===== config.mk =====
export PLATFORM = sky130hd
export DESIGN_NAME = dslot_fetch_seq
export DESIGN_NICKNAME = d
export VERILOG_FILES = /design/src/rtl/dslot_pkg.sv /design/src/rtl/dslot_redirect.sv /design/src/rtl/dslot_pc_unit.sv /design/src/rtl/dslot_stage_regs.sv /design/src/rtl/dslot_fetch_seq.sv
export SDC_FILE = /design/constraint.sdc
export NUM_CORES = 1
export LEC_CHECK = 0
export BUFFER_PORTS_ARGS = -buffer_cell sky130_fd_sc_hd__buf_2
export CAP_MARGIN = 10
export CORE_UTILIZATION = 48
export CTS_CLUSTER_SIZE = 25
export DETAILED_ROUTE_END_ITERATION = 8
export HOLD_SLACK_MARGIN = 0.06
export PLACE_DENSITY = 0.83
export REMOVE_ABC_BUFFERS = 1
export SLEW_MARGIN = 10
export SYNTH_ARGS = -nofsm -noshare
export SYNTH_HDL_FRONTEND = slang
export SYNTH_SLANG_ARGS = --single-unit

===== constraint.sdc =====
create_clock -name clk -period 2.65 [get_ports clk]
set_clock_uncertainty 0.15 [all_clocks]
set_input_delay 0.3975 -clock clk [delete_from_list [all_inputs] [get_ports clk]]
set_output_delay 0.3975 -clock clk [all_outputs]
set_load 0.01 [all_outputs]

===== src/rtl/dslot_pkg.sv =====
// Shared widths, opcodes and slot types for the delayed-branch fetch
// sequencer. Assumes fixed 32-bit instructions with the opcode in the
// top six bits and byte addressing.
package dslot_pkg;
    localparam int XLEN    = 32;
    localparam int OPC_W   = 6;
    localparam int JIDX_W  = 26;
    localparam int STEP    = XLEN / 8;
    localparam int ALIGN_W = $clog2(STEP);
    localparam int SEG_W   = XLEN - JIDX_W - ALIGN_W;

    typedef logic [XLEN-1:0]  word_t;
    typedef logic [OPC_W-1:0] opc_t;

    localparam opc_t OPC_JUMP  = 6'b000010;
    localparam opc_t OPC_LOAD  = 6'b100011;
    localparam opc_t OPC_STORE = 6'b101011;

    // Execute slot: one fetched instruction and its address.
    typedef struct packed {
        logic  valid;
        word_t instr;
        word_t pc;
    } ex_slot_t;

    // Memory stage: a load or store holding the shared port.
    typedef struct packed {
        logic  valid;
        logic  store;
        word_t pc;
        word_t addr;
    } mem_slot_t;

    function automatic opc_t opc_of(input word_t w);
        return w[XLEN-1 -: OPC_W];
    endfunction

    function automatic logic uses_mem(input word_t w);
        return (opc_of(w) == OPC_LOAD) || (opc_of(w) == OPC_STORE);
    endfunction

    // Jump target: top segment of the incremented address, index, zero pad.
    function automatic word_t jump_dest(input word_t pc, input word_t w);
        word_t inc;
        inc = pc + XLEN'(STEP);
        return {inc[XLEN-1 -: SEG_W], w[JIDX_W-1:0], {ALIGN_W{1'b0}}};
    endfunction
endpackage


===== src/rtl/dslot_redirect.sv =====
// Redirect decode for the execute slot. Jumps form their own target;
// any other instruction defers to the execute unit's taken flag. An
// empty slot never redirects. Purely combinational.
module dslot_redirect
    import dslot_pkg::*;
(
    input  ex_slot_t ex,
    input  logic     exu_taken,
    input  word_t    exu_target,
    output logic     redirect,
    output word_t    target
);
    logic is_jump;

    // Classify the slot and pick the target source.
    always_comb begin
        is_jump  = ex.valid && (opc_of(ex.instr) == OPC_JUMP);
        redirect = ex.valid && (is_jump || exu_taken);
        target   = is_jump ? jump_dest(ex.pc, ex.instr) : exu_target;
    end
endmodule


===== src/rtl/dslot_pc_unit.sv =====
// Program counter with a one-entry held redirect. A redirect seen while
// fetch runs applies right after the current (delay-slot) fetch; one
// seen while fetch is blocked is parked until the delay slot goes out.
// Assumes no second redirect arrives while one is parked.
module dslot_pc_unit
    import dslot_pkg::*;
#(
    parameter word_t RESET_PC = '0
)(
    input  logic  clk,
    input  logic  rst_n,
    input  logic  fetch_go,
    input  logic  redirect,
    input  word_t redirect_target,
    output word_t pc,
    output logic  pend_valid,
    output word_t pend_target
);
    // Advance, redirect or hold the fetch address each cycle.
    always_ff @(posedge clk) begin
        if (!rst_n) begin
            pc          <= RESET_PC;
            pend_valid  <= 1'b0;
            pend_target <= '0;
        end else if (redirect) begin
            if (fetch_go) begin
                pc <= redirect_target;
            end else begin
                pend_valid  <= 1'b1;
                pend_target <= redirect_target;
            end
        end else if (fetch_go) begin
            if (pend_valid) begin
                pc         <= pend_target;
                pend_valid <= 1'b0;
            end else begin
                pc <= pc + XLEN'(STEP);
            end
        end
    end
endmodule


===== src/rtl/dslot_stage_regs.sv =====
// Execute slot and memory stage registers. A fetch fills the execute
// slot; a blocked fetch leaves a bubble. Loads and stores move on to
// the memory stage with the execute unit's computed address; other
// classes retire from the execute slot.
module dslot_stage_regs
    import dslot_pkg::*;
(
    input  logic      clk,
    input  logic      rst_n,
    input  logic      fetch_go,
    input  word_t     fetch_pc,
    input  word_t     fetch_word,
    input  word_t     exu_addr,
    output ex_slot_t  ex,
    output mem_slot_t mem
);
    // Capture the fetched word, or insert a bubble.
    always_ff @(posedge clk) begin
        if (!rst_n) begin
            ex <= '0;
        end else begin
            ex.valid <= fetch_go;
            if (fetch_go) begin
                ex.instr <= fetch_word;
                ex.pc    <= fetch_pc;
            end
        end
    end

    // Move loads and stores into the memory stage.
    always_ff @(posedge clk) begin
        if (!rst_n) begin
            mem <= '0;
        end else begin
            mem.valid <= ex.valid && uses_mem(ex.instr);
            mem.store <= opc_of(ex.instr) == OPC_STORE;
            mem.pc    <= ex.pc;
            mem.addr  <= exu_addr;
        end
    end
endmodule


===== src/rtl/dslot_fetch_seq.sv =====
// Delayed-branch fetch sequencer top. One memory port is shared between
// instruction fetch and the memory stage; the memory stage wins and the
// fetch waits. Memory is assumed to answer combinationally.
module dslot_fetch_seq
    import dslot_pkg::*;
#(
    parameter word_t RESET_PC = '0
)(
    input  logic            clk,
    input  logic            rst_n,
    input  logic [XLEN-1:0] mem_rdata,
    input  logic            exu_taken,
    input  logic [XLEN-1:0] exu_target,
    input  logic [XLEN-1:0] exu_addr,
    output logic [XLEN-1:0] mem_addr,
    output logic            mem_data_acc,
    output logic            mem_we,
    output logic            ex_valid,
    output logic [XLEN-1:0] ex_instr,
    output logic [XLEN-1:0] ex_pc,
    output logic            mem_stage_valid,
    output logic [XLEN-1:0] mem_stage_pc
);
    ex_slot_t  ex;
    mem_slot_t mem;
    word_t     pc_q;
    word_t     pend_t;
    word_t     redir_tgt;
    logic      pend_v;
    logic      redir;
    logic      fetch_go;

    // Fetch runs only when the memory stage leaves the port free.
    always_comb fetch_go = !mem.valid;

    dslot_redirect u_redirect (
        .ex         (ex),
        .exu_taken  (exu_taken),
        .exu_target (exu_target),
        .redirect   (redir),
        .target     (redir_tgt)
    );

    dslot_pc_unit #(.RESET_PC(RESET_PC)) u_pc (
        .clk             (clk),
        .rst_n           (rst_n),
        .fetch_go        (fetch_go),
        .redirect        (redir),
        .redirect_target (redir_tgt),
        .pc              (pc_q),
        .pend_valid      (pend_v),
        .pend_target     (pend_t)
    );

    dslot_stage_regs u_stages (
        .clk        (clk),
        .rst_n      (rst_n),
        .fetch_go   (fetch_go),
        .fetch_pc   (pc_q),
        .fetch_word (mem_rdata),
        .exu_addr   (exu_addr),
        .ex         (ex),
        .mem        (mem)
    );

    // Drive the shared port and expose the stage contents.
    always_comb begin
        mem_addr        = mem.valid ? mem.addr : pc_q;
        mem_data_acc    = mem.valid;
        mem_we          = mem.valid && mem.store;
        ex_valid        = ex.valid;
        ex_instr        = ex.instr;
        ex_pc           = ex.pc;
        mem_stage_valid = mem.valid;
        mem_stage_pc    = mem.pc;
    end
endmodule


# Word level (Yosys, flattened, before mapping)
# Index checks and enable logic that the tools add are counted.
word_totals:
  register_bits: 196
  inputBits: 99
  output_inout_bits: 132
  wordCells: 35
classes:
  n_addsub: 2
  n_eq_ne: 5
  mux: 9
  n_reduce_logical: 9
ops:
  columns: ["op", "n"]
  rows:
  - ["2-to-1 mux 32 bit", 6]
  - ["adder 32 x 3 -> 32 bit (second input constant)", 2]
  - ["== test 6 bit (second input constant)", 2]
  - ["== test 6 x 2 -> 1 bit (second input constant)", 1]
  - ["logical AND 1 bit", 4]
  - ["AND reduction 2 bit", 2]
  - ["2-to-1 mux 1 bit", 3]
  - ["logical OR 1 bit", 2]
  - ["inequality test 2 x 1 -> 1 bit (second input constant)", 1]
  - ["inequality test 2 bit (second input constant)", 1]
  - ["zero test 1 bit", 1]

# Depth between registers and ports, before layout
# Gate-level depths: netlist of the first run.
logic_depth:
  depth_word: 6
  depth_mapped: 10
  ltp_nobuf: 7

# Modules after synthesis
# Synthesis of the first run repeated with hierarchy kept, for this count alone.
unflattened:
  cells_unflattened: 915
  area_unflattened_um2: 8754.6
modules_own_cells:
  columns: ["module", "n_inst", "cells_per_inst", "area_each_um2", "seq_area_each_um2"]
  rows:
  - ["dslot_stage_regs", 1, 350, 4282.9, 2622.5]
  - ["dslot_pc_unit", 1, 405, 3350.7, 1301.2]
  - ["dslot_redirect", 1, 121, 571.8, 0.0]
  - ["dslot_fetch_seq", 1, 39, 549.3, 0.0]

# Worst setup path after synthesis of the first run
# Ideal clock, no wire load.
synth_path:
  path_type: "register to register"
  from: "register, netlist name u_stages.ex[64]"
  to: "register u_pc.pend_target[16]"
  setup_time_ns: 0.116
  arrival_ns: 2.522
  required_time_ns: 2.384
  path_slack_ns: -0.139
  stages_incl_launch_ff: 11
  n_path_buf: 4
  period_less_slack_ns: 2.789
  path_cell_list: "dfxtp_1 > nor4b_1 > a21oi_1 > inv_2 > clkbuf_1 > ha_1 > clkbuf_1 > clkbuf_1 > buf_1 > nand2_1 > o211a_1"
synth_between:
  elab_chain_cells: 4
  word_cells_on_any_way: 5
  classes_between: "mux (1); reduce/logical (4)"
synth_lines:
  columns: ["element", "line_no", "text"]
  rows:
  - ["logical AND 1 bit", "dslot_redirect.sv:17", "is_jump = ex.valid && (opc_of(ex.instr) == OPC_JUMP);"]
  - ["logical OR 1 bit", "dslot_redirect.sv:18", "redirect = ex.valid && (is_jump || exu_taken);"]
  - ["logical AND 1 bit *", "dslot_redirect.sv:18", null]
  - ["named net redir", "dslot_fetch_seq.sv:30", "logic redir;"]
  - ["AND reduction 2 bit (no source line) *", null, null]
  - ["end signal, assigned", "dslot_pc_unit.sv:30", "pend_target <= redirect_target;"]
  - ["end, declared", "dslot_pc_unit.sv:17", "output word_t pend_target"]
# Mark *: on every way through the listed nets, which the timed path passes. The rest lies on a longest branch.
# A chain may end at the register's enable or synchronous reset.

# Worst setup path after layout of the first run
layout_path:
  from: "register u_pc.pc[10]"
  to: "register u_pc.pc[26]"
layout_between:
  elab_chain_cells: 4
layout_lines:
  columns: ["element", "line_no", "text"]
  rows:
  - ["start, declared", "dslot_pc_unit.sv:15", "output word_t pc,"]
  - ["start signal, assigned", "dslot_pc_unit.sv:27", "pc <= redirect_target;"]
  - ["start signal, assigned", "dslot_pc_unit.sv:34", "pc <= pend_target;"]
  - ["start signal, assigned", "dslot_pc_unit.sv:37", "pc <= pc + XLEN'(STEP);"]
  - ["adder 32 x 3 -> 32 bit", "dslot_pc_unit.sv:37", null]
  - ["2-to-1 mux 32 bit", "dslot_pc_unit.sv:33", "if (pend_valid) begin"]
  - ["2-to-1 mux 32 bit", "dslot_pc_unit.sv:32", "end else if (fetch_go) begin"]
  - ["2-to-1 mux 32 bit", "dslot_pc_unit.sv:25", "end else if (redirect) begin"]
# No other way between the ends. The select of a mux whose other input is x is not followed.

==> results of run 1 <==
[state kept, by name (all words and copies together) (netlist names)]
name and flops:
u_pc.pend_valid 1, u_pc.pc 32, u_pc.pend_target 32, u_stages.ex 65, u_stages.mem 66
[kinds of logic (layout without fill, tap and decap cells)]
kind of cell	Yosys count	count (layout)	synth area share, %
flip-flops	196	196	44.82
adder cells (fa/ha/maj)	2	2	0.2858
XOR/XNOR	21	21	2.101
multiplexers	65	65	7.446
AND/OR/NAND/NOR	426	426	24.44
buffers and inverters	121	335	6.746
AO/OA/AOI/OAI	175	175	14.16
[routing by layer]
metal  part of all wire (%)  wire length, microns  vias to the layer above  global-route usage [%]
met4                    2.6                   567                        2                   10.13
met3                    5.1                  1134                       50                   4.963
met5                  0.045                    10                        -                       0
li1                       -                     -                     3787                       -
met1                     45                 10060                     3482                   30.35
met2                     47                 10390                      237                   37.43
[critical path: stages (launching register included)]
cell and delay (ns):
dfxtp_1 0.47, nand4_4 0.21, or4_4 0.65, or2_1 0.28, nand3b_4 0.15, a31oi_1 0.17, a21oi_1 0.08
[power by group]
group	switching [uW]	internal (uW)	leakage [uW]
Sequential	121	3080	0.00161
Clock	1070	1420	0.000269
Combinational	361	331	0.00321
[synthesized netlist by cell type, types with 12 or more instances]
| cell type | count | area share, % |
|---|---|---|
| buf_4 | 33 | 2.8 |
| clkbuf_1 | 58 | 2.5 |
| o21ai_0 | 38 | 2.2 |
| mux2i_1 | 64 | 7.3 |
| nand3_1 | 29 | 1.7 |
| dfxtp_1 | 196 | 45 |
| nor2_1 | 30 | 1.3 |
| a21boi_0 | 38 | 3.3 |
| nor3_1 | 14 | 0.80 |
| inv_1 | 15 | 0.64 |
| a21oi_1 | 25 | 1.4 |
| a31oi_1 | 16 | 1.1 |
| xor2_1 | 12 | 1.2 |
| nand2_1 | 195 | 8.4 |
| and2_1 | 69 | 4.9 |
| nand4_1 | 16 | 1.1 |
| nor2b_1 | 34 | 2.4 |
| o211a_1 | 27 | 3.1 |
[worst max path at each step]
| stage | from | endpoint | slack, ns | cells after the start |
|---|---|---|---|---|
| 3_3_place_gp | u_pc.pc[10] | u_pc.pc[26] | 0.44 | 6 |
| 5_1_grt | u_stages.ex[64] | u_pc.pend_target[1] | 0.17 | 8 |
| 2_1_floorplan | u_stages.mem[65] | u_pc.pc[19] | -3.27 | 6 |
| 4_1_cts | u_pc.pc[10] | u_pc.pc[26] | 0.38 | 6 |
| 6_report | u_pc.pc[10] | u_pc.pc[26] | 0.36 | 6 |
| 3_5_place_dp | u_pc.pc[10] | u_pc.pc[26] | 0.40 | 6 |
[metrics by stage]
| step | power (uW) | instance area [sq um] | cells |
|---|---|---|---|
| finish | 6379 | 10830 | 1449 |
| global route | 6635 | 10830 | 1449 |
| CTS | 6415 | 10830 | 1449 |
| detailed placement | 3905 | 9908 | 1383 |
| global placement | 3886 | 9908 | 1383 |
| floorplan | 3573 | 8224 | 901 |
[timing repair]
action	in CTS	in global routing
hold buffers	36	0
buffers inserted	0	0
endpoints found under the hold margin	36	0
[cell type report]
cell class / instances / area, sq um
clock inverters: 3 / 42.54
inverters: 16 / 60.06
multi-input cells: 689 / 4257
fillers: 1503 / 7077
flip-flops and latches: 196 / 3929
well taps: 229 / 286.5
clock buffers: 27 / 514.2
repair buffers: 289 / 1737
==> results.ini, run 1 <==
[outcome]
status = complete, no violations

[grt]
grtUsageTotal_pct = 23.41
grt.overflow.total = 0
grt_pass1_vias = 6975
antenna_found_initial = 1
grt_pass1_wl_microns = 34360
grt_max_degree = 126

[critical_path]
critical_path_class = flop to flop
r2r_slack_ns = 0.36
cp.required_ns = 2.81
worstReg2RegEnd = u_pc.pc[26]
cp_max_fo = 8
r2r-start = u_pc.pc[10]
start_kind = flop
worstPathArrival_ns = 2.45
endpoint_kind = flop
reg2reg_depth = 6

[logic_synthesis]
ys_warn_count = 0
seq_area_frac_synth_pct = 44.82
synth_cell_types = 65
dominantRegCellSynth = dfxtp_1
synth_area_sq_mm = 0.008755
async_flop_share_pct = 0
syn_inst = 1006
ys_ff_latch = 196
syn-mean-instance-area_sq_um = 8.702
synth_edf_count = 0

[pwr]
ir_worst_vdd_mv = 0.4681
p_leak_uw = 0.005086
power.density_mw_per_mm2 = 589.3

[detailed_routing]
final_antenna_net_count = 0
wl_per_cell_microns = 15.30
wirelength_microns = 22170
drt_pre_antenna_iters = 5
drt_iter0_markers = 601
via_per_inst = 5.216
vias = 7558
drc = 0

[floorplan]
rows = 49
core_sq_mm = 0.01790
die-area_sq_mm = 0.01878
start_util_pct = 48.90
fp.dieW_microns = 137.1
num_io_pins = 231
dieHeight_microns = 137.1

[timing]
fin_ws_ns = 0.3602
rsz0062_at_grt = no
relSlewSlack_pct = 61.99
whs_ns = 0.06892
period_share_pct = 86.41
worst_pin_slew_ns = 0.5688
hold_viol = 0
fmax_mhz = 436.7
min_period_ns = 2.290
setup_viol = 0
setup_tns_ns = 0
maxSlewViolCount = 0

[min_path]
holdCritStartpoint = mem_rdata[21]
hp-class = input port to flop
holdPathStages = 3
holdPathEnd = u_stages.ex[53]

[flow_run]
cap_violations = 0

[cts]
path_clk_slew_ns = 0.07
htree_levels = 4
cts_root_buf = clkbuf_16
clk_latency_ns = 0.43
cts_buffers = 17
cts_tree = yes
max-clock-path-buffers = 2
numClockSinks = 196
cts_resized = 0

[finish]
drive_gt1_share_pct = 24.43
syn_to_final_growth_pct = 23.65
num_antenna_cells = 0
final_common_cell = buf_2
final_util_pct = 60.47
fin_nets = 1310
mostFrequentLayoutCells = buf_2 (229), nand2_1 (194), dfxtp_1 (194), and2_1 (69), mux2i_1 (64)

[placement]
dp_slack_ns = 0.3960
gp_congestion = 0.8712
dpl.hpwl_microns = 14770
port_buffers = 230

Note: power is estimated with default switching activity, not from simulation.
==> run 2: changes to the inputs <==
--- a/config.mk
+++ b/config.mk
@@ -13,6 +13,7 @@
 export HOLD_SLACK_MARGIN = 0.06
 export PLACE_DENSITY = 0.83
 export REMOVE_ABC_BUFFERS = 1
+export SETUP_SLACK_MARGIN = 0.4
 export SLEW_MARGIN = 10
 export SYNTH_ARGS = -nofsm -noshare
 export SYNTH_HDL_FRONTEND = slang
==> run 2 against run 1 <==
Sequential cell count is the same; cell area up 1.1%; count of clock-buffer cells in the layout unchanged; first-iteration DRC count down 4.3%; fmax is 2.8% higher; die area unchanged; power rose by 0.12%; sequential share of layout area down 0.29 points.
==> results.ini, run 2 (synthesis gave the netlist of run 1 again) <==
[outcome]
status = complete, no violations

[finish]
mostFrequentLayoutCells = buf_2 (229), nand2_1 (194), dfxtp_1 (185), and2_1 (69), mux2i_1 (64)
num_antenna_cells = 0  ; unchanged
postLayoutCellArea_sq_mm = 0.01094  ; +1.1%
reg.largest.list = u_stages.mem: 66 flops, u_stages.ex: 65 flops
fin_nets = 1314  ; +0.31%
syn_to_final_growth_pct = 25.00
largest-register = u_stages.mem
largest_reg_flops = 66  ; unchanged
final_util_pct = 61.13  ; +0.66 points
drive_gt1_share_pct = 25.90  ; +1.5 points
final_common_cell = buf_2

[floorplan]
die-area_sq_mm = 0.01878  ; unchanged
rows = 49  ; unchanged
num_io_pins = 231  ; unchanged
dieHeight_microns = 137.1  ; unchanged
start_util_pct = 48.90  ; unchanged
fp.dieW_microns = 137.1  ; unchanged
core_sq_mm = 0.01790  ; unchanged

[timing]
setup_tns_ns = 0  ; unchanged
fmax_mhz = 448.9  ; +2.8%
maxSlewViolCount = 0  ; unchanged
min_period_ns = 2.228  ; -0.06199 ns
relSlewSlack_pct = 62.03  ; about the same
hold_viol = 0  ; unchanged
setup_viol = 0  ; unchanged
whs_ns = 0.06927  ; +0.0003475 ns
period_share_pct = 84.07  ; -2.3 points
worst_pin_slew_ns = 0.5682  ; -0.0005925 ns
fin_ws_ns = 0.4221  ; +0.06199 ns
rsz0062_at_grt = yes

[placement]
dpl.hpwl_microns = 14770  ; unchanged
dp_slack_ns = 0.3960  ; unchanged
gp_congestion = 0.8712  ; unchanged
postPlaceCellArea_sq_mm = 0.009908  ; unchanged
port_buffers = 230  ; unchanged

[detailed_routing]
met2_length_microns = 10460  ; +0.69%
wl_per_cell_microns = 15.31  ; about the same
final_antenna_net_count = 0  ; unchanged
wl_met1_microns = 10000  ; -0.57%
drt_iter0_markers = 575  ; -4.3%
wirelength_microns = 22250  ; +0.37%
drc = 0  ; unchanged
vias = 7601  ; +0.57%
drt_pre_antenna_iters = 6  ; +1
via_per_inst = 5.231  ; +0.29%
top_layer_used = met5
met3_length_microns = 1191  ; +5.0%

[critical_path]
cp.required_ns = 2.85  ; +0.04 ns
r2r-start = u_pc.pc[2]
critical_path_class = flop to flop
reg2reg_depth = 8  ; +2
endpoint_kind = flop
worstReg2RegEnd = u_pc.pc[30]
worstPathArrival_ns = 2.43  ; -0.02 ns
cp_max_fo = 7  ; -1
r2r_slack_ns = 0.42  ; +0.06 ns
start_kind = flop

[grt]
grt.overflow.total = 0  ; unchanged
grt_pass1_vias = 6975  ; unchanged
grt_pass1_wl_microns = 34360  ; unchanged
grtUsageTotal_pct = 23.41  ; unchanged
antenna_found_initial = 1  ; unchanged
grt_max_degree = 126  ; unchanged

[cts]
clk_latency_ns = 0.43  ; about the same
htree_levels = 4  ; unchanged
cts_buffers = 17  ; unchanged
max-clock-path-buffers = 2  ; unchanged
cts_root_buf = clkbuf_16
numClockSinks = 196  ; unchanged
cts_tree = yes
path_clk_slew_ns = 0.06  ; about the same

[pwr]
power.density_mw_per_mm2 = 583.6  ; -0.96%
p_leak_uw = 0.005131  ; +0.87%
ir_worst_vdd_mv = 0.4680  ; about the same

[min_path]
hp-class = input port to flop
holdPathStages = 3  ; unchanged
holdPathEnd = u_stages.ex[53]
holdCritStartpoint = mem_rdata[21]

[flow_run]
cap_violations = 0  ; unchanged

## run 2: critical path: stages, from the launching register on
cell	delay, ns
dfxtp_2	0.36
ha_4	0.14
nand4_1	0.16
or4_4	0.61
buf_4	0.17
nor3_2	0.18
xnor2_1	0.15
o21bai_1	0.08
a31oi_1	0.16
## run 2: metal layers
| layer | track usage (%) | vias to the layer above |
|---|---|---|
| met5 | 0 | - |
| met4 | 10.13 | 2 |
| met3 | 4.963 | 51 |
| met2 | 37.43 | 250 |
| met1 | 30.35 | 3504 |
| li1 | - | 3794 |
## run 2: power by group
group,internal (uW),switching [uW],total [uW]
sequential,3080,123,3200
combinational,338,366,704
clock,1420,1060,2480
## run 2: through the flow
stage	power (uW)	std cells
floorplan	3573	901
global placement	3886	1383
detailed placement	3905	1383
CTS	6415	1449
global route	6653	1453
finish	6387	1453
## run 2: repair_timing
action                                  4_1_cts  5_1_grt
resized for setup                             1       21
setup buffers                                 0        4
pin swaps                                     0        5
endpoints found under the setup margin        1       53
endpoints found under the hold margin        36        0
hold buffers                                 36        0
gates cloned                                  0        0
## run 2: final cells by class
cell class	instances	area, sq um
Sequential cell	196	3940
Fill cell	1480	6959
Clock inverter	3	42.54
Inverter	16	62.56
Timing Repair Buffer	293	1778
Clock buffer	27	514.2
Tap cell	229	286.5
Multi-Input combinational cell	689	4319
## run 2: how the worst max path moves through the flow
stage	startpoint	end
floorplan	u_stages.mem[65]	u_pc.pc[19]
global placement	u_pc.pc[10]	u_pc.pc[26]
detailed placement	u_pc.pc[10]	u_pc.pc[26]
CTS	u_stages.ex[64]	u_pc.pend_target[1]
global route	u_pc.pc[2]	u_pc.pc[30]
finish	u_pc.pc[2]	u_pc.pc[30]
